`config.mk`:
```
export PLATFORM = sky130hd
export DESIGN_NAME = pmp_gran_csr
export DESIGN_NICKNAME = d
export VERILOG_FILES = /design/src/rtl/pmpg_pkg.sv /design/src/rtl/pmpg_rmw.sv /design/src/rtl/pmpg_cfg_reg.sv /design/src/rtl/pmpg_addr_reg.sv /design/src/rtl/pmp_gran_csr.sv
export SDC_FILE = /design/constraint.sdc
export NUM_CORES = 1
export LEC_CHECK = 0
export BUFFER_PORTS_ARGS = -buffer_cell sky130_fd_sc_hd__buf_2
export CAP_MARGIN = 10
export CORE_MARGIN = 3
export CORE_UTILIZATION = 40
export DETAILED_ROUTE_END_ITERATION = 12
export HOLD_SLACK_MARGIN = 0.08
export PLACE_DENSITY = 0.73
export SLEW_MARGIN = 5
export SYNTH_ARGS = -nofsm -noshare
export SYNTH_HDL_FRONTEND = slang
export SYNTH_HIERARCHICAL = 1
export SYNTH_SLANG_ARGS = --single-unit
export TNS_END_PERCENT = 20
```
`constraint.sdc`:
```
create_clock -name clk -period 3.33 [get_ports clk]
set_input_delay 0.666 -clock clk [delete_from_list [all_inputs] [get_ports clk]]
set_output_delay 0.666 -clock clk [all_outputs]
set_load 0.02 [all_outputs]
```
`src/rtl/pmpg_pkg.sv`:
```
package pmpg_pkg;

    typedef enum logic [1:0] {
        OP_READ  = 2'd0,
        OP_WRITE = 2'd1,
        OP_SET   = 2'd2,
        OP_CLEAR = 2'd3
    } csr_op_e;

    typedef enum logic [1:0] {
        AM_OFF   = 2'd0,
        AM_TOR   = 2'd1,
        AM_NA4   = 2'd2,
        AM_NAPOT = 2'd3
    } amode_e;

    localparam int CFG_W     = 8;
    localparam int MODE_LSB  = 3;

    typedef struct packed {
        logic hit_cfg;
        logic hit_addr;
        logic commit;
    } access_t;

    function automatic amode_e cfg_mode(input logic [CFG_W-1:0] cfg);
        return amode_e'(cfg[MODE_LSB+1:MODE_LSB]);
    endfunction

    // Set and clear with a zero source do not write; plain write always does.
    function automatic logic op_writes(input csr_op_e op, input logic src_zero);
        case (op)
            OP_WRITE:           return 1'b1;
            OP_SET, OP_CLEAR:   return !src_zero;
            default:            return 1'b0;
        endcase
    endfunction

endpackage

```
`src/rtl/pmpg_rmw.sv`:
```
module pmpg_rmw
    import pmpg_pkg::*;
#(
    parameter int W = 32
) (
    input  csr_op_e      op,
    input  logic [W-1:0] cur,
    input  logic [W-1:0] wd,
    output logic [W-1:0] nxt
);

    always_comb begin
        case (op)
            OP_WRITE: nxt = wd;
            OP_SET:   nxt = cur | wd;
            OP_CLEAR: nxt = cur & ~wd;
            default:  nxt = cur;
        endcase
    end

endmodule

```
`src/rtl/pmpg_cfg_reg.sv`:
```
module pmpg_cfg_reg
    import pmpg_pkg::*;
(
    input  logic             clk,
    input  logic             rst,
    input  logic             we,
    input  logic [CFG_W-1:0] d,
    output logic [CFG_W-1:0] q
);

    always_ff @(posedge clk) begin
        if (rst)     q <= '0;
        else if (we) q <= d;
    end

endmodule

```
`src/rtl/pmpg_addr_reg.sv`:
```
module pmpg_addr_reg #(
    parameter int XLEN = 32,
    parameter int G    = 4
) (
    input  logic            clk,
    input  logic            rst,
    input  logic            we,
    input  logic [XLEN-1:0] d,
    input  logic            napot,
    output logic [XLEN-1:0] st_q,
    output logic [XLEN-1:0] view
);

    localparam logic [XLEN-1:0] ONE      = {{(XLEN-1){1'b0}}, 1'b1};
    // Bits G and up: always stored, always visible.
    localparam logic [XLEN-1:0] HI_MASK  = {XLEN{1'b1}} << G;
    // Single bit G-1 (zero when G is 0).
    localparam logic [XLEN-1:0] GM1_BIT  = (ONE << G) >> 1;
    // Bits G-2..0 (zero when G < 2).
    localparam logic [XLEN-1:0] LOW_ONES = (GM1_BIT == '0) ? '0 : GM1_BIT - ONE;
    localparam logic [XLEN-1:0] ST_MASK  = HI_MASK | GM1_BIT;

    always_ff @(posedge clk) begin
        if (rst)     st_q <= '0;
        else if (we) st_q <= d & ST_MASK;
    end

    always_comb begin
        view = st_q & HI_MASK;
        if (napot) view = view | (st_q & GM1_BIT) | LOW_ONES;
    end

endmodule

```
`src/rtl/pmp_gran_csr.sv`:
```
module pmp_gran_csr
    import pmpg_pkg::*;
#(
    parameter int          XLEN     = 32,
    parameter int          G        = 4,
    parameter logic [11:0] CFG_CSR  = 12'h3A0,
    parameter logic [11:0] ADDR_CSR = 12'h3B0
) (
    input  logic            clk,
    input  logic            rst,
    input  logic            csr_en,
    input  logic [11:0]     csr_addr,
    input  logic [1:0]      csr_op,
    input  logic [XLEN-1:0] csr_wdata,
    input  logic            csr_src_zero,
    output logic [XLEN-1:0] csr_rdata
);

    if (G < 0 || G > XLEN - 1 || XLEN <= CFG_W) begin : g_bad_param
        $error("pmp_gran_csr: G must lie in 0..XLEN-1 and XLEN must exceed 8");
    end

    csr_op_e          op;
    access_t          acc;
    logic [CFG_W-1:0] cfg_q;
    logic [CFG_W-1:0] cfg_nxt;
    logic [XLEN-1:0]  addr_st;
    logic [XLEN-1:0]  addr_view;
    logic [XLEN-1:0]  addr_nxt;
    logic             napot;

    assign op           = csr_op_e'(csr_op);
    assign acc.hit_cfg  = (csr_addr == CFG_CSR);
    assign acc.hit_addr = (csr_addr == ADDR_CSR);
    assign acc.commit   = csr_en && op_writes(op, csr_src_zero);
    assign napot        = (cfg_mode(cfg_q) == AM_NAPOT);

    pmpg_rmw #(.W(CFG_W)) u_cfg_rmw (
        .op  (op),
        .cur (cfg_q),
        .wd  (csr_wdata[CFG_W-1:0]),
        .nxt (cfg_nxt)
    );

    pmpg_cfg_reg u_cfg (
        .clk (clk),
        .rst (rst),
        .we  (acc.commit && acc.hit_cfg),
        .d   (cfg_nxt),
        .q   (cfg_q)
    );

    // Merge against the visible value, so hidden bits fold back in as read.
    pmpg_rmw #(.W(XLEN)) u_addr_rmw (
        .op  (op),
        .cur (addr_view),
        .wd  (csr_wdata),
        .nxt (addr_nxt)
    );

    pmpg_addr_reg #(.XLEN(XLEN), .G(G)) u_addr (
        .clk   (clk),
        .rst   (rst),
        .we    (acc.commit && acc.hit_addr),
        .d     (addr_nxt),
        .napot (napot),
        .st_q  (addr_st),
        .view  (addr_view)
    );

    always_comb begin
        if (acc.hit_cfg)       csr_rdata = {{(XLEN-CFG_W){1'b0}}, cfg_q};
        else if (acc.hit_addr) csr_rdata = addr_view;
        else                   csr_rdata = '0;
    end

endmodule

```
==> results of run 1 <==
-- path summary, 6_finish.rpt --
path | endpoint | slack (ps) | cells past startpoint
worst min-delay path | u_addr/st_q[3] | 500 | 2
worst max-delay path | csr_rdata[5] | 470 | 5
worst max register to register | u_addr/st_q[3] | 2080 | 6
worst min register to register | u_addr/st_q[3] | 500 | 2
-- routing by layer --
metal  vias up  GRT usage  share of wire
li1       1260          -              -
met1      1138      0.163           0.44
met2        49      0.267           0.51
met3         8     0.0257          0.039
met4         0     0.0481          0.012
met5         -          0              0
-- critical path, delay by kind of cell --
kind          cells  cell delay, ps
buf+inv           2             280
simple gates      3            1260
-- registers in the layout, summed over array words and instances (netlist names) --
name and flops:
u_addr/st_q 29, u_cfg/q 8
-- area by class of cell --
type | instances | area [sq um]
flip-flops and latches | 37 | 741
fillers | 742 | 4070
clock buffers | 5 | 68.8
inverters | 39 | 146
well taps | 99 | 124
repair buffers | 87 | 463
multi-input cells | 236 | 1710
clock inverters | 3 | 17.5
-- metrics by stage --
stage	power (mW)	hold WS, ps
2_1_floorplan	0.587	452
3_3_place_gp	0.621	470
3_5_place_dp	0.628	482
4_1_cts	0.943	502
5_1_grt	0.978	546
6_report	0.922	498
-- power by group --
| group | switching, mW | total, mW | internal, mW | leakage [nW] |
|---|---|---|---|---|
| Combinational | 0.0920 | 0.176 | 0.0841 | 0.901 |
| Sequential | 0.0000105 | 0.442 | 0.442 | 0.298 |
| Clock | 0.160 | 0.304 | 0.144 | 0.0439 |
==> metrics.yaml, run 1 <==
grt:
  gr-total-overflow: 0
  grt.total_usage: 0.144
  grt_pass1_wl_mm: 10.3
  antenna_found_initial: 0
  grt_pass1_vias: 2307
  grt_max_degree: 43
timing:
  slew_headroom: 0.497
  slew_violations: 0
  tns_ps: 0
  period_minus_slack_ps: 2860
  fmax_ghz: 0.349
  layout_setup_ws_ps: 465
  hold_violations: 0
  setup_viol: 0
  fin_crit_sh: 0.860
  skew_ps: 10.5
  tightest_slew_ps: 755
  rsz0062_at_grt: "no"
routing:
  dr.first_iter.drc_count: 71
  drtPass1Iterations: 6
  antenna_left: 0
  wl_per_cell_um: 12.4
  num_vias: 2455
  viasPerCell: 4.85
  route.detailed.drc: 0
  wl_mm: 6.29
final_layout:
  drive_gt1_frac: 0.263
  most-common-layout-cells: "81 x buf_2, 46 x mux2i_1, 45 x nor2_1"
  layout_commonest_cell: "buf_2"
  utilization: 0.445
  instances_no_fill: 506
  nets: 456
  diodes: 0
  syn2layout_area_growth_pct: 6.44
  final_cell_area_sq_um: 3270
power_and_ir_drop:
  peakVddDrop_mv: 0.111
  power_density_nw_per_um2: 282
  p_leak_nw: 1.24
clock_network:
  path_clk_slew_ps: 80
  cts_tree: "yes"
  postCtsHoldBufs: 0
  cts_max_path_buffers: 2
  h-tree-depth: 2
  cts_root_buffer: "clkbuf_8"
  postCtsSetupRepairBufs: 0
  numCtsBuffers: 5
  ctsResizeCount: 0
  cts_sinks: 37
  clock_latency_ps: 290
yosys:
  syn_nets: 421
  syn_area_sq_um: 3070
  syn_area_per_cell_sq_um: 8.27
  synth_warnings: 6
  synthCells: 371
die:
  rows: 31
  die-area_sq_um: 8760
  io_pins: 82
  fp.coreArea_sq_um: 7330
  start_util: 0.419
  die_h_um: 93.6
  die_width_um: 93.6
worst_setup_path:
  critical_path_class: "primary input to output pin"
  slowest_stage: "or3_1"
  crit_start: "csr_addr[11]"
  cp-start-kind: "primary input"
  crit_arrival_ps: 2200
  worstPathCellList: "buf_2, or4_4, or3_1, nor2_1, buf_2"
  max_stage_delay_ps: 560
  crit_required_ps: 2660
  endpoint_kind: "output pin"
  crit_top_cell: "buf_2"
  crit_path_max_fanout: 9
  reg2reg_from: "u_cfg/q[3]"
run:
  maxCapViolations: 0
placed_design:
  placement.cell_area_sq_um: 3180
  port_buffers: 81
  gp_congestion: 0.706
  placedCellCount: 498
  pre_cts_slack_ps: 466
  dpl.hpwl_mm: 4.34
hold_path:
  hold_class: "flip-flop to flip-flop"
  hp-start: "u_addr/st_q[3]"
status:
  outcome: "complete, no violations"
Power figures use the tool's default switching activity.
==> inputs of run 2 (changes only) <==
--- a/config.mk
+++ b/config.mk
@@ -11,7 +11,8 @@
 export CORE_UTILIZATION = 40
 export DETAILED_ROUTE_END_ITERATION = 12
 export HOLD_SLACK_MARGIN = 0.08
-export PLACE_DENSITY = 0.73
+export PLACE_DENSITY = 0.76
+export SKIP_LAST_GASP = 1
 export SLEW_MARGIN = 5
 export SYNTH_ARGS = -nofsm -noshare
 export SYNTH_HDL_FRONTEND = slang
==> constraint.sdc (replaced) <==
create_clock -name clk -period 2.5 [get_ports clk]
set_input_delay 0.5 -clock clk [delete_from_list [all_inputs] [get_ports clk]]
set_output_delay 0.5 -clock clk [all_outputs]
set_load 0.02 [all_outputs]
==> metrics.yaml, run 2 (same netlist as run 1, synthesis figures left out) <==
clock_network:
  cts_max_path_buffers: 2  # unchanged
  cts_sinks: 37  # unchanged
  cts_root_buffer: "clkbuf_8"  # unchanged
  h-tree-depth: 2  # unchanged
  cts_tree: "yes"  # unchanged
  path_clk_slew_ps: 80  # about the same
  clock_latency_ps: 280  # was 290 ps
  postCtsSetupRepairBufs: 0  # unchanged
  numCtsBuffers: 5  # unchanged
routing:
  wl_mm: 6.42  # was 6.29 mm
  route.detailed.drc: 0  # unchanged
  num_vias: 2492  # was 2,455
  drtPass1Iterations: 4  # was 6
  dr.first_iter.drc_count: 109  # was 71
  viasPerCell: 4.89  # was 4.85
  wl_per_cell_um: 12.6  # was 12.4 um
  antenna_left: 0  # unchanged
worst_setup_path:
  crit_arrival_ps: 1970  # was 2200 ps
  slowest_stage: "or4_4"  # was or3_1
  worst-path-buf-inv: 3  # was 2
  critical-path-top-delay-family: "simple AND/OR/NAND/NOR gates"  # unchanged
  endpoint_kind: "output pin"  # unchanged
  crit_required_ps: 2000  # was 2660 ps
  max_stage_delay_ps: 530  # was 560 ps
  cp-start-kind: "primary input"  # unchanged
  critical_path_class: "primary input to output pin"  # unchanged
  worstPathCellList: "buf_2, or4_4, or3_4, buf_6, nor2_2, buf_4"  # was buf_2, or4_4, or3_1, nor2_1, buf_2
  crit_path_max_fanout: 9  # unchanged
grt:
  gr-total-overflow: 0  # unchanged
  antenna_found_initial: 0  # unchanged
  grt_pass1_vias: 2341  # was 2,307
  grt.total_usage: 0.146  # was 0.144
  grt_pass1_wl_mm: 10.4  # was 10.3 mm
  grt_max_degree: 75  # was 43
timing:
  slew_headroom: 0.543  # was 0.497
  setup_viol: 0  # unchanged
  fmax_ghz: 0.405
  tightest_slew_ps: 686  # was 755 ps
  fin_crit_sh: 0.989
  hold_violations: 0  # unchanged
  tns_ps: 0  # unchanged
  period_minus_slack_ps: 2470
  slew_violations: 0  # unchanged
  rsz0062_at_grt: "yes"  # was no
  fin_hold_ws_ps: 497  # was 498 ps
  skew_ps: 4.55  # was 10.5 ps
placed_design:
  gp_congestion: 0.833  # was 0.706
  port_buffers: 81  # unchanged
  dpl.hpwl_mm: 4.57  # was 4.34 mm
final_layout:
  reg_top3: "u_addr/st_q x29, u_cfg/q x8"  # unchanged
  fillers: 710  # was 742
  utilization: 0.459  # was 0.445
  nets: 460  # was 456
  largest_reg_flops: 29  # unchanged
  layout_commonest_cell: "buf_2"  # unchanged
  most-common-layout-cells: "76 x buf_2, 46 x mux2i_1, 42 x nor2_1"  # was 81 x buf_2, 46 x mux2i_1, 45 x nor2_1
  diodes: 0  # unchanged
  syn2layout_area_growth_pct: 9.58  # was 6.44%
  regMostFlops: "u_addr/st_q"  # unchanged
  seqCellArea_sq_um: 741  # unchanged
  drive_gt1_frac: 0.277  # was 0.263
  multi_input_area_sq_um: 1720  # was 1710 sq um
power_and_ir_drop:
  power.total_mw: 1.23  # was 0.922 mW
  peakVddDrop_mv: 0.206  # was 0.111 mV
  p_leak_nw: 1.28  # was 1.24 nW
  power_density_nw_per_um2: 365  # was 282 nW/um^2
die:
  die_h_um: 93.6  # unchanged
  io_pins: 82  # unchanged
  die_width_um: 93.6  # unchanged
  die-area_sq_um: 8760  # unchanged
  rows: 31  # unchanged
  start_util: 0.419  # unchanged
  fp.coreArea_sq_um: 7330  # unchanged
status:
  outcome: "complete, no violations"  # unchanged
run:
  maxCapViolations: 0  # unchanged
hold_path:
  hold_class: "flip-flop to flip-flop"  # unchanged
-- run 2: changes by cell type in the layout (fill, tap and decap cells not counted), moves of 2 or more --
cell    delta
buf_6      +2
nor2_1     -3
buf_2      -5
buf_12     +3
nor2_2     +3
buf_4      +4
-- run 2: worst min-delay path, cell delays in order (launching register included) --
cell	delay (ps)
dfxtp_1	330
mux2i_1	60
nor2_1	70
-- run 2: final cells by class --
cell class                      instances  share of cell area
Tap cell                               99              0.0368
Sequential cell                        37               0.220
Clock inverter                          2             0.00298
Multi-Input combinational cell        236               0.511
Clock buffer                            6              0.0216
Inverter                               39              0.0435
Timing Repair Buffer                   91               0.164
-- run 2: power by group --
group / internal, mW / switching, mW / total (mW)
Clock: 0.193 / 0.207 / 0.400
Combinational: 0.115 / 0.123 / 0.238
Sequential: 0.589 / 0.0000144 / 0.589
Total: 0.898 / 0.330 / 1.23
-- run 2: layer usage --
layer | up-vias | share of wire | track usage
li1 | 1267 | - | -
met1 | 1165 | 0.43 | 0.169
met2 | 54 | 0.51 | 0.272
met3 | 6 | 0.048 | 0.0241
met4 | 0 | 0.012 | 0.0469
met5 | - | 0 | 0
-- run 2: metrics by stage --
step	worst slack [ps]	area (sq um)	std cells
floorplan	146	3070	371
global placement	-1.55	3250	502
detailed placement	-73.6	3250	502
CTS	-5.24	3340	510
global route	-7.96	3360	510
finish	28.7	3360	510
-- run 2: timing repair --
action,4_1_cts,5_1_grt
hold buffers,0,0
gates resized for setup,3,8
endpoints found under the setup margin,3,8
-- run 2: path summary, 6_finish.rpt --
path | from | end | slack, ps | cells past startpoint
worst min-delay path | u_addr/st_q[3] | u_addr/st_q[3] | 500 | 2
worst max-delay path | csr_addr[11] | csr_rdata[6] | 30 | 6
worst min register to register | u_addr/st_q[3] | u_addr/st_q[3] | 500 | 2
worst max register to register | u_cfg/q[3] | u_addr/st_q[3] | 1260 | 6
